File: config.mk
export PLATFORM = sky130hd
export DESIGN_NAME = result_readout
export DESIGN_NICKNAME = d
export VERILOG_FILES = /design/src/rtl/rdo_pkg.sv /design/src/rtl/rdo_fifo.sv /design/src/rtl/rdo_pkt_track.sv /design/src/rtl/rdo_bus.sv /design/src/rtl/result_readout.sv
export SDC_FILE = /design/constraint.sdc
export NUM_CORES = 2
export LEC_CHECK = 0
export BUFFER_PORTS_ARGS = -buffer_cell sky130_fd_sc_hd__buf_4
export CORE_MARGIN = 5
export CORE_UTILIZATION = 55
export CTS_CLUSTER_SIZE = 12
export DETAILED_ROUTE_END_ITERATION = 10
export PLACE_DENSITY = 0.75
export SYNTH_ARGS = -nofsm -noshare
export SYNTH_HDL_FRONTEND = slang
export SYNTH_SLANG_ARGS = --single-unit
File: constraint.sdc
create_clock -name clk -period 12.3 [get_ports clk]
set_clock_uncertainty 0.2 [all_clocks]
set_input_delay 1.845 -clock clk [delete_from_list [all_inputs] [get_ports clk]]
set_output_delay 1.845 -clock clk [all_outputs]
set_load 0.05 [all_outputs]
File: src/rtl/rdo_pkg.sv
package rdo_pkg;

    localparam int WORD_W    = 32;
    localparam int PKT_WORDS = 8;
    localparam int OFS_W     = $clog2(PKT_WORDS);

    typedef enum logic {
        SEL_DATA   = 1'b0,
        SEL_STATUS = 1'b1
    } rd_sel_e;

    typedef struct packed {
        logic [15:0] zero_hi;
        logic        zero_b15;
        logic [6:0]  words;
        logic [6:0]  zero_lo;
        logic        underrun;
    } status_t;

    function automatic logic [WORD_W-1:0] pack_status(logic under, logic [6:0] words);
        status_t s;
        s          = '0;
        s.words    = words;
        s.underrun = under;
        return s;
    endfunction

endpackage

File: src/rtl/rdo_fifo.sv
module rdo_fifo
    import rdo_pkg::*;
#(
    parameter int DEPTH = 64,
    localparam int PTR_W = $clog2(DEPTH),
    localparam int CNT_W = $clog2(DEPTH + 1)
) (
    input  logic              clk,
    input  logic              rst,
    input  logic              push_req,
    input  logic [WORD_W-1:0] push_data,
    input  logic              pop,
    output logic [WORD_W-1:0] head,
    output logic [CNT_W-1:0]  cnt
);

    logic [WORD_W-1:0] mem [DEPTH];
    logic [PTR_W-1:0]  wptr, rptr;
    logic              push;

    assign push = push_req && (cnt < CNT_W'(DEPTH));
    assign head = mem[rptr];

    function automatic logic [PTR_W-1:0] nxt(logic [PTR_W-1:0] p);
        return (p == PTR_W'(DEPTH - 1)) ? '0 : p + 1'b1;
    endfunction

    always_ff @(posedge clk) begin
        if (push) mem[wptr] <= push_data;
    end

    always_ff @(posedge clk) begin
        if (rst) begin
            wptr <= '0;
            rptr <= '0;
            cnt  <= '0;
        end else begin
            if (push) wptr <= nxt(wptr);
            if (pop)  rptr <= nxt(rptr);
            case ({push, pop})
                2'b10:   cnt <= cnt + 1'b1;
                2'b01:   cnt <= cnt - 1'b1;
                default: cnt <= cnt;
            endcase
        end
    end

    // the count never passes the capacity
    a_r8_no_overflow: assert property (@(posedge clk) disable iff (rst)
        cnt <= CNT_W'(DEPTH));

    // a full buffer without a pop stays full, so the extra word is dropped
    a_r8_full_drop: assert property (@(posedge clk) disable iff (rst)
        (cnt == CNT_W'(DEPTH) && !pop) |=> (cnt == CNT_W'(DEPTH)));

endmodule

File: src/rtl/rdo_pkt_track.sv
module rdo_pkt_track
    import rdo_pkg::*;
#(
    parameter int CNT_W = 7
) (
    input  logic             clk,
    input  logic             rst,
    input  logic             pop,
    input  logic [CNT_W-1:0] cnt,
    input  logic             host_burst,
    output logic             pkt_ready,
    output logic             irq
);

    logic [OFS_W-1:0] head_ofs;
    logic [CNT_W:0]   span;

    // words of the current head packet, counted from its first word
    assign span      = {1'b0, cnt} + (CNT_W + 1)'(head_ofs);
    assign pkt_ready = span >= (CNT_W + 1)'(PKT_WORDS);
    assign irq       = pkt_ready && !host_burst;

    always_ff @(posedge clk) begin
        if (rst)      head_ofs <= '0;
        else if (pop) head_ofs <= head_ofs + 1'b1;
    end

    // the permission flag only falls on a pop
    a_r3_ready_holds: assert property (@(posedge clk) disable iff (rst)
        (pkt_ready && !pop) |=> pkt_ready);

    // the eighth word of a packet closes it
    a_r3_ofs_wraps: assert property (@(posedge clk) disable iff (rst)
        (pop && head_ofs == OFS_W'(PKT_WORDS - 1)) |=> (head_ofs == '0));

endmodule

File: src/rtl/rdo_bus.sv
module rdo_bus
    import rdo_pkg::*;
#(
    parameter int CNT_W = 7
) (
    input  logic              clk,
    input  logic              rst,
    input  logic              rd_stb,
    input  rd_sel_e           rd_sel,
    input  logic              host_burst,
    input  logic              pkt_ready,
    input  logic [WORD_W-1:0] head,
    input  logic [CNT_W-1:0]  cnt,
    output logic              pop,
    output logic [WORD_W-1:0] rd_data,
    output logic              underrun
);

    logic data_stb;

    assign data_stb = rd_stb && (rd_sel == SEL_DATA);
    assign pop      = data_stb && host_burst && pkt_ready;

    always_ff @(posedge clk) begin
        if (rst) begin
            rd_data  <= '0;
            underrun <= 1'b0;
        end else begin
            if (data_stb && !pkt_ready) underrun <= 1'b1;
            if (rd_stb) begin
                if (rd_sel == SEL_STATUS) rd_data <= pack_status(underrun, 7'(cnt));
                else if (pop)             rd_data <= head;
                else                      rd_data <= '0;
            end
        end
    end

    // the underrun mark is sticky
    a_r6_underrun_sticky: assert property (@(posedge clk) disable iff (rst)
        underrun |=> underrun);

    // a data read without a packet returns zero and marks underrun
    a_r6_zero_on_empty: assert property (@(posedge clk) disable iff (rst)
        (data_stb && !pkt_ready) |=> (rd_data == '0 && underrun));

    // a data read outside a burst returns zero
    a_r7_no_burst_zero: assert property (@(posedge clk) disable iff (rst)
        (data_stb && !host_burst) |=> (rd_data == '0));

endmodule

File: src/rtl/result_readout.sv
module result_readout
    import rdo_pkg::*;
#(
    parameter int DEPTH   = 64,
    parameter int AF_ROOM = 8,
    localparam int CNT_W  = $clog2(DEPTH + 1)
) (
    input  logic              clk,
    input  logic              rst,
    input  logic              wr_valid,
    input  logic [WORD_W-1:0] wr_data,
    output logic              almost_full,
    input  logic              rd_stb,
    input  logic              rd_sel,
    output logic [WORD_W-1:0] rd_data,
    input  logic              host_burst,
    output logic              irq,
    output logic              rd_ok
);

    logic              pop;
    logic [WORD_W-1:0] head;
    logic [CNT_W-1:0]  cnt;
    logic              pkt_ready;
    logic              underrun;

    rdo_fifo #(.DEPTH(DEPTH)) u_fifo (
        .clk       (clk),
        .rst       (rst),
        .push_req  (wr_valid),
        .push_data (wr_data),
        .pop       (pop),
        .head      (head),
        .cnt       (cnt)
    );

    rdo_pkt_track #(.CNT_W(CNT_W)) u_track (
        .clk        (clk),
        .rst        (rst),
        .pop        (pop),
        .cnt        (cnt),
        .host_burst (host_burst),
        .pkt_ready  (pkt_ready),
        .irq        (irq)
    );

    rdo_bus #(.CNT_W(CNT_W)) u_bus (
        .clk        (clk),
        .rst        (rst),
        .rd_stb     (rd_stb),
        .rd_sel     (rd_sel_e'(rd_sel)),
        .host_burst (host_burst),
        .pkt_ready  (pkt_ready),
        .head       (head),
        .cnt        (cnt),
        .pop        (pop),
        .rd_data    (rd_data),
        .underrun   (underrun)
    );

    assign rd_ok       = pkt_ready;
    assign almost_full = cnt >= CNT_W'(DEPTH - AF_ROOM);

    // the interrupt is quiet during a burst
    a_r2_irq_quiet_in_burst: assert property (@(posedge clk) disable iff (rst)
        host_burst |-> !irq);

    // the stall request is up whenever the buffer is full
    a_r9_af_when_full: assert property (@(posedge clk) disable iff (rst)
        (cnt == CNT_W'(DEPTH)) |-> almost_full);

endmodule

==> impl_summary.md <==
Clock tree
The post-CTS resize count is 0. Hold repair after CTS inserted 0 buffers. The TritonCTS clock tree is built.

The number of sinks driven by the clock tree is 2109. Counting the buffers created by CTS gives 203. The clock root buffer is sky130_fd_sc_hd__clkbuf_16. Counting along the longest clock path gives a buffer depth of 3. The clock reaches the later pin of the worst-skew pair after 830 ps. In this run the number of H-tree levels came out at 4. The number of setup buffers added after CTS is 0. The register clock-pin slew on the reported worst setup and hold paths is 60 ps.

Placement
The placed wire-length estimate is 123 mm. The routability congestion estimate from global placement is 0.851. The worst slack at placement is 6680 ps.

The count of buffers inserted at the top-level ports is 72.

Yosys
The post-synthesis cell count is 3752. The mapped cell area is 81100 µm². Yosys attributes the largest share of cell area to sky130_fd_sc_hd__edfxtp_1 (76%), sky130_fd_sc_hd__mux4_2 (13%), sky130_fd_sc_hd__dfxtp_1 (1.5%), sky130_fd_sc_hd__mux2i_1 (1.3%), sky130_fd_sc_hd__a22oi_1 (1.0%). In this run, synthesis inferred 2048 flip-flops with an integrated enable.

The leading area contributor after synthesis is sky130_fd_sc_hd__edfxtp_1. The most common flop cell mapped by yosys is sky130_fd_sc_hd__edfxtp_1. By count the netlist is led by sky130_fd_sc_hd__edfxtp_1 (2048), sky130_fd_sc_hd__mux4_2 (454), sky130_fd_sc_hd__nor2_1 (127). A synthesized cell averages 21.6 µm². After synthesis, the share of flip-flops with an asynchronous set or reset is 0. Of the synthesized area, sequential elements account for 0.774. Yosys printed 0 warnings. Yosys instantiated no cell more often than sky130_fd_sc_hd__edfxtp_1.

Synthesis produced a netlist with a net count of 3800. The post-synthesis sequential element count is 2109. The share of synthesized area in the top cell type comes to 0.758. The number of distinct library cells after synthesis is 72.

Floorplan
The placement row count is 140. The die covers 155000 µm². The total I/O pin count is 73.

The starting utilization of the core area is 0.555. The die is 394 µm wide. The placeable core region is 146000 µm². The vertical die dimension is 394 µm.

Setup path
The cell with the largest stage delay on the worst path is sky130_fd_sc_hd__nor2_4. The peak per-stage delay on the critical path is 810 ps. The buffer and inverter count on the worst path is 3.

The maximum net fanout on the critical path is 20. Tracing the worst setup path back leads to its startpoint at wr_valid. By startpoint and endpoint, the worst setup path is classified as in -> reg. The type of element launching the critical path is a primary input. STA puts the critical path data required time at 12580 ps. The kind of capture point of the worst setup path is a flip-flop. Grouping stages by cell kind, the critical path spends the most delay in simple AND/OR/NAND/NOR gates. The critical path data arrival time is 5270 ps.

The cell that appears most often on the critical path is sky130_fd_sc_hd__buf_4. Walking the worst path, the cells encountered are buf_4 -> nor2b_1 -> inv_1 -> nor2_1 -> nand3_1 -> nor2_4 -> buf_4.

Layout
The filler cell count is 9728. The sequential cell area is 62700 µm². The area added between synthesis and finish is 11.3%. Of the cells placed in the final design, the portion with a size suffix greater than 1 is 0.243. The multi-input combinational cells in the finished layout cover a total of 17500 µm². At the end of the flow the core is filled with cells to 0.618. After the last flow step, the layout net total stands at 3976.

STA
The worst pin sits at a relative slew slack of 0.0873. The post-route minimum period is 4990 ps. The part of the cycle the worst path needs is 0.406.

The setup slack after layout is 7310 ps. The accumulated negative setup slack is 0 ps. Setup repair after global routing left no endpoint under its margin. Based on the critical path, the design can be clocked at up to 200 MHz. Setup violations remaining at the end of the flow were counted as 0. At the pin with the least slew margin, the transition time is 1360 ps. The total count of max-transition violations in the final report came to 0.

The final number of hold-violating endpoints came to 0.

GRT
The first global-routing pass estimated 311 mm of wire. The initial antenna violation count is 10. The largest net degree at the start of global routing is 122. The number of global-route vias before repair is 41100.

Global routing finished with a remaining overflow of 0. Across every metal layer, demand over resource in global routing totals 0.283.

Drt
The number of vias in the routed layout is 41700. The iteration count of the initial detailed-routing pass is 6. The post-detailed-route wirelength per cell is 36.7 µm. In the routed design, unresolved DRC markers number 0.

In this run, the number of DRC markers left after iteration 0 of detailed routing was 6705. After detailed routing, the number of vias per cell comes to 6.95. The detailed-route wire length is 220 mm.

Once detail routing completed, the nets flagged for antenna violations numbered 0.

Hold path
The startpoint of the worst hold path is u_bus.underrun. The path class of the tightest hold or removal check is reg -> reg.

Pwr
For this design the ratio of total power to cell area is 154 nW/µm². The leakage power of the design is 27.0 nW. The worst-case IR drop observed on VDD is 0.000133 V.

Run status
The flow ran to the end, and the final reports show no timing, DRC or antenna violations.

Job
The number of maximum-capacitance constraint violations is 0.
[sequential cells by signal, summed over array words and instances (netlist names), named ones only]
name / count
u_bus.underrun: 1
u_bus.rd_data: 32
u_track.head_ofs: 3
u_fifo.cnt: 7
u_fifo.rptr: 6
u_fifo.wptr: 6
u_fifo.mem: 2048
[per-stage QoR]
| step | cells | total power [W] | hold slack [ps] | area, µm² |
|---|---|---|---|---|
| after floorplan | 3752 | 0.00810 | 237 | 81100 |
| after global placement | 5639 | 0.00825 | 253 | 84200 |
| after detailed placement | 5640 | 0.00826 | 273 | 84200 |
| after CTS | 6003 | 0.0140 | 291 | 90200 |
| after global routing | 6004 | 0.0143 | 352 | 90300 |
| final | 6006 | 0.0139 | 287 | 90300 |
[final cells by class]
type                       instances  share of cell area
inverter                          11            0.000457
antenna                            3           0.0000832
clock buffer                     339              0.0647
tap                             1917              0.0266
sequential                      2109               0.695
timing repair buffer             184              0.0162
multi-input combinational       1419               0.194
clock inverter                    24             0.00276
[power breakdown]
| part | switching (W) | internal [W] | leakage (nW) |
|---|---|---|---|
| registers | 0.00000898 | 0.00790 | 18.9 |
| logic | 0.000173 | 0.0000310 | 5.14 |
| clock network | 0.00254 | 0.00327 | 2.92 |
| total | 0.00272 | 0.0112 | 27.0 |
[metal layers]
layer	wire length, µm	part of all wire	GRT usage	vias to the layer above
met3	29600	0.13	0.0829	509
met2	101000	0.46	0.423	3267
met5	66	0.00030	0	-
met4	11200	0.051	0.127	10
li1	-	-	-	16200
met1	78300	0.36	0.394	21800
[final timing paths]
check,slack (ps),endpoint,cells after the start
worst min register to register,290,u_bus.underrun,2
worst min-delay path,290,u_bus.underrun,2
worst max-delay path,7310,u_fifo.mem[59][17],7
worst max register to register,7540,u_bus.rd_data[2],8
[cells by family after synthesis]
family	after synthesis	synth area share
flops	2109	0.774
mux	603	0.149
simple gates	430	0.0254
fa+ha+maj	10	0.00164
xor+xnor	17	0.00184
buf+inv	224	0.0173
compound gates	359	0.0313
[cells in the final DEF (no fill, tap or decap), types with 27 or more instances in the layout]
cell                        count
sky130_fd_sc_hd__o22ai_1       48
sky130_fd_sc_hd__buf_4        176
sky130_fd_sc_hd__nand3_1       56
sky130_fd_sc_hd__nor2_1        58
sky130_fd_sc_hd__a21oi_1       42
sky130_fd_sc_hd__clkbuf_16    208
sky130_fd_sc_hd__dfxtp_1       56
sky130_fd_sc_hd__mux4_2       454
sky130_fd_sc_hd__a31oi_1       29
sky130_fd_sc_hd__clkbuf_1     117
sky130_fd_sc_hd__a22oi_1      111
sky130_fd_sc_hd__mux2i_1      108
sky130_fd_sc_hd__nor2_4        67
sky130_fd_sc_hd__nor2b_1       31
sky130_fd_sc_hd__nand2_1       98
sky130_fd_sc_hd__o21ai_0       27
sky130_fd_sc_hd__edfxtp_1    2048
[worst reg2reg max path, stage by stage, from the launching register on]
cell	delay, ps
sky130_fd_sc_hd__dfxtp_4	610
sky130_fd_sc_hd__buf_12	550
sky130_fd_sc_hd__buf_4	960
sky130_fd_sc_hd__mux4_2	440
sky130_fd_sc_hd__nor2b_1	140
sky130_fd_sc_hd__a2111oi_0	980
sky130_fd_sc_hd__or4_1	380
sky130_fd_sc_hd__a31oi_1	110
sky130_fd_sc_hd__a32o_1	290
(Power assumes the default switching activity.)
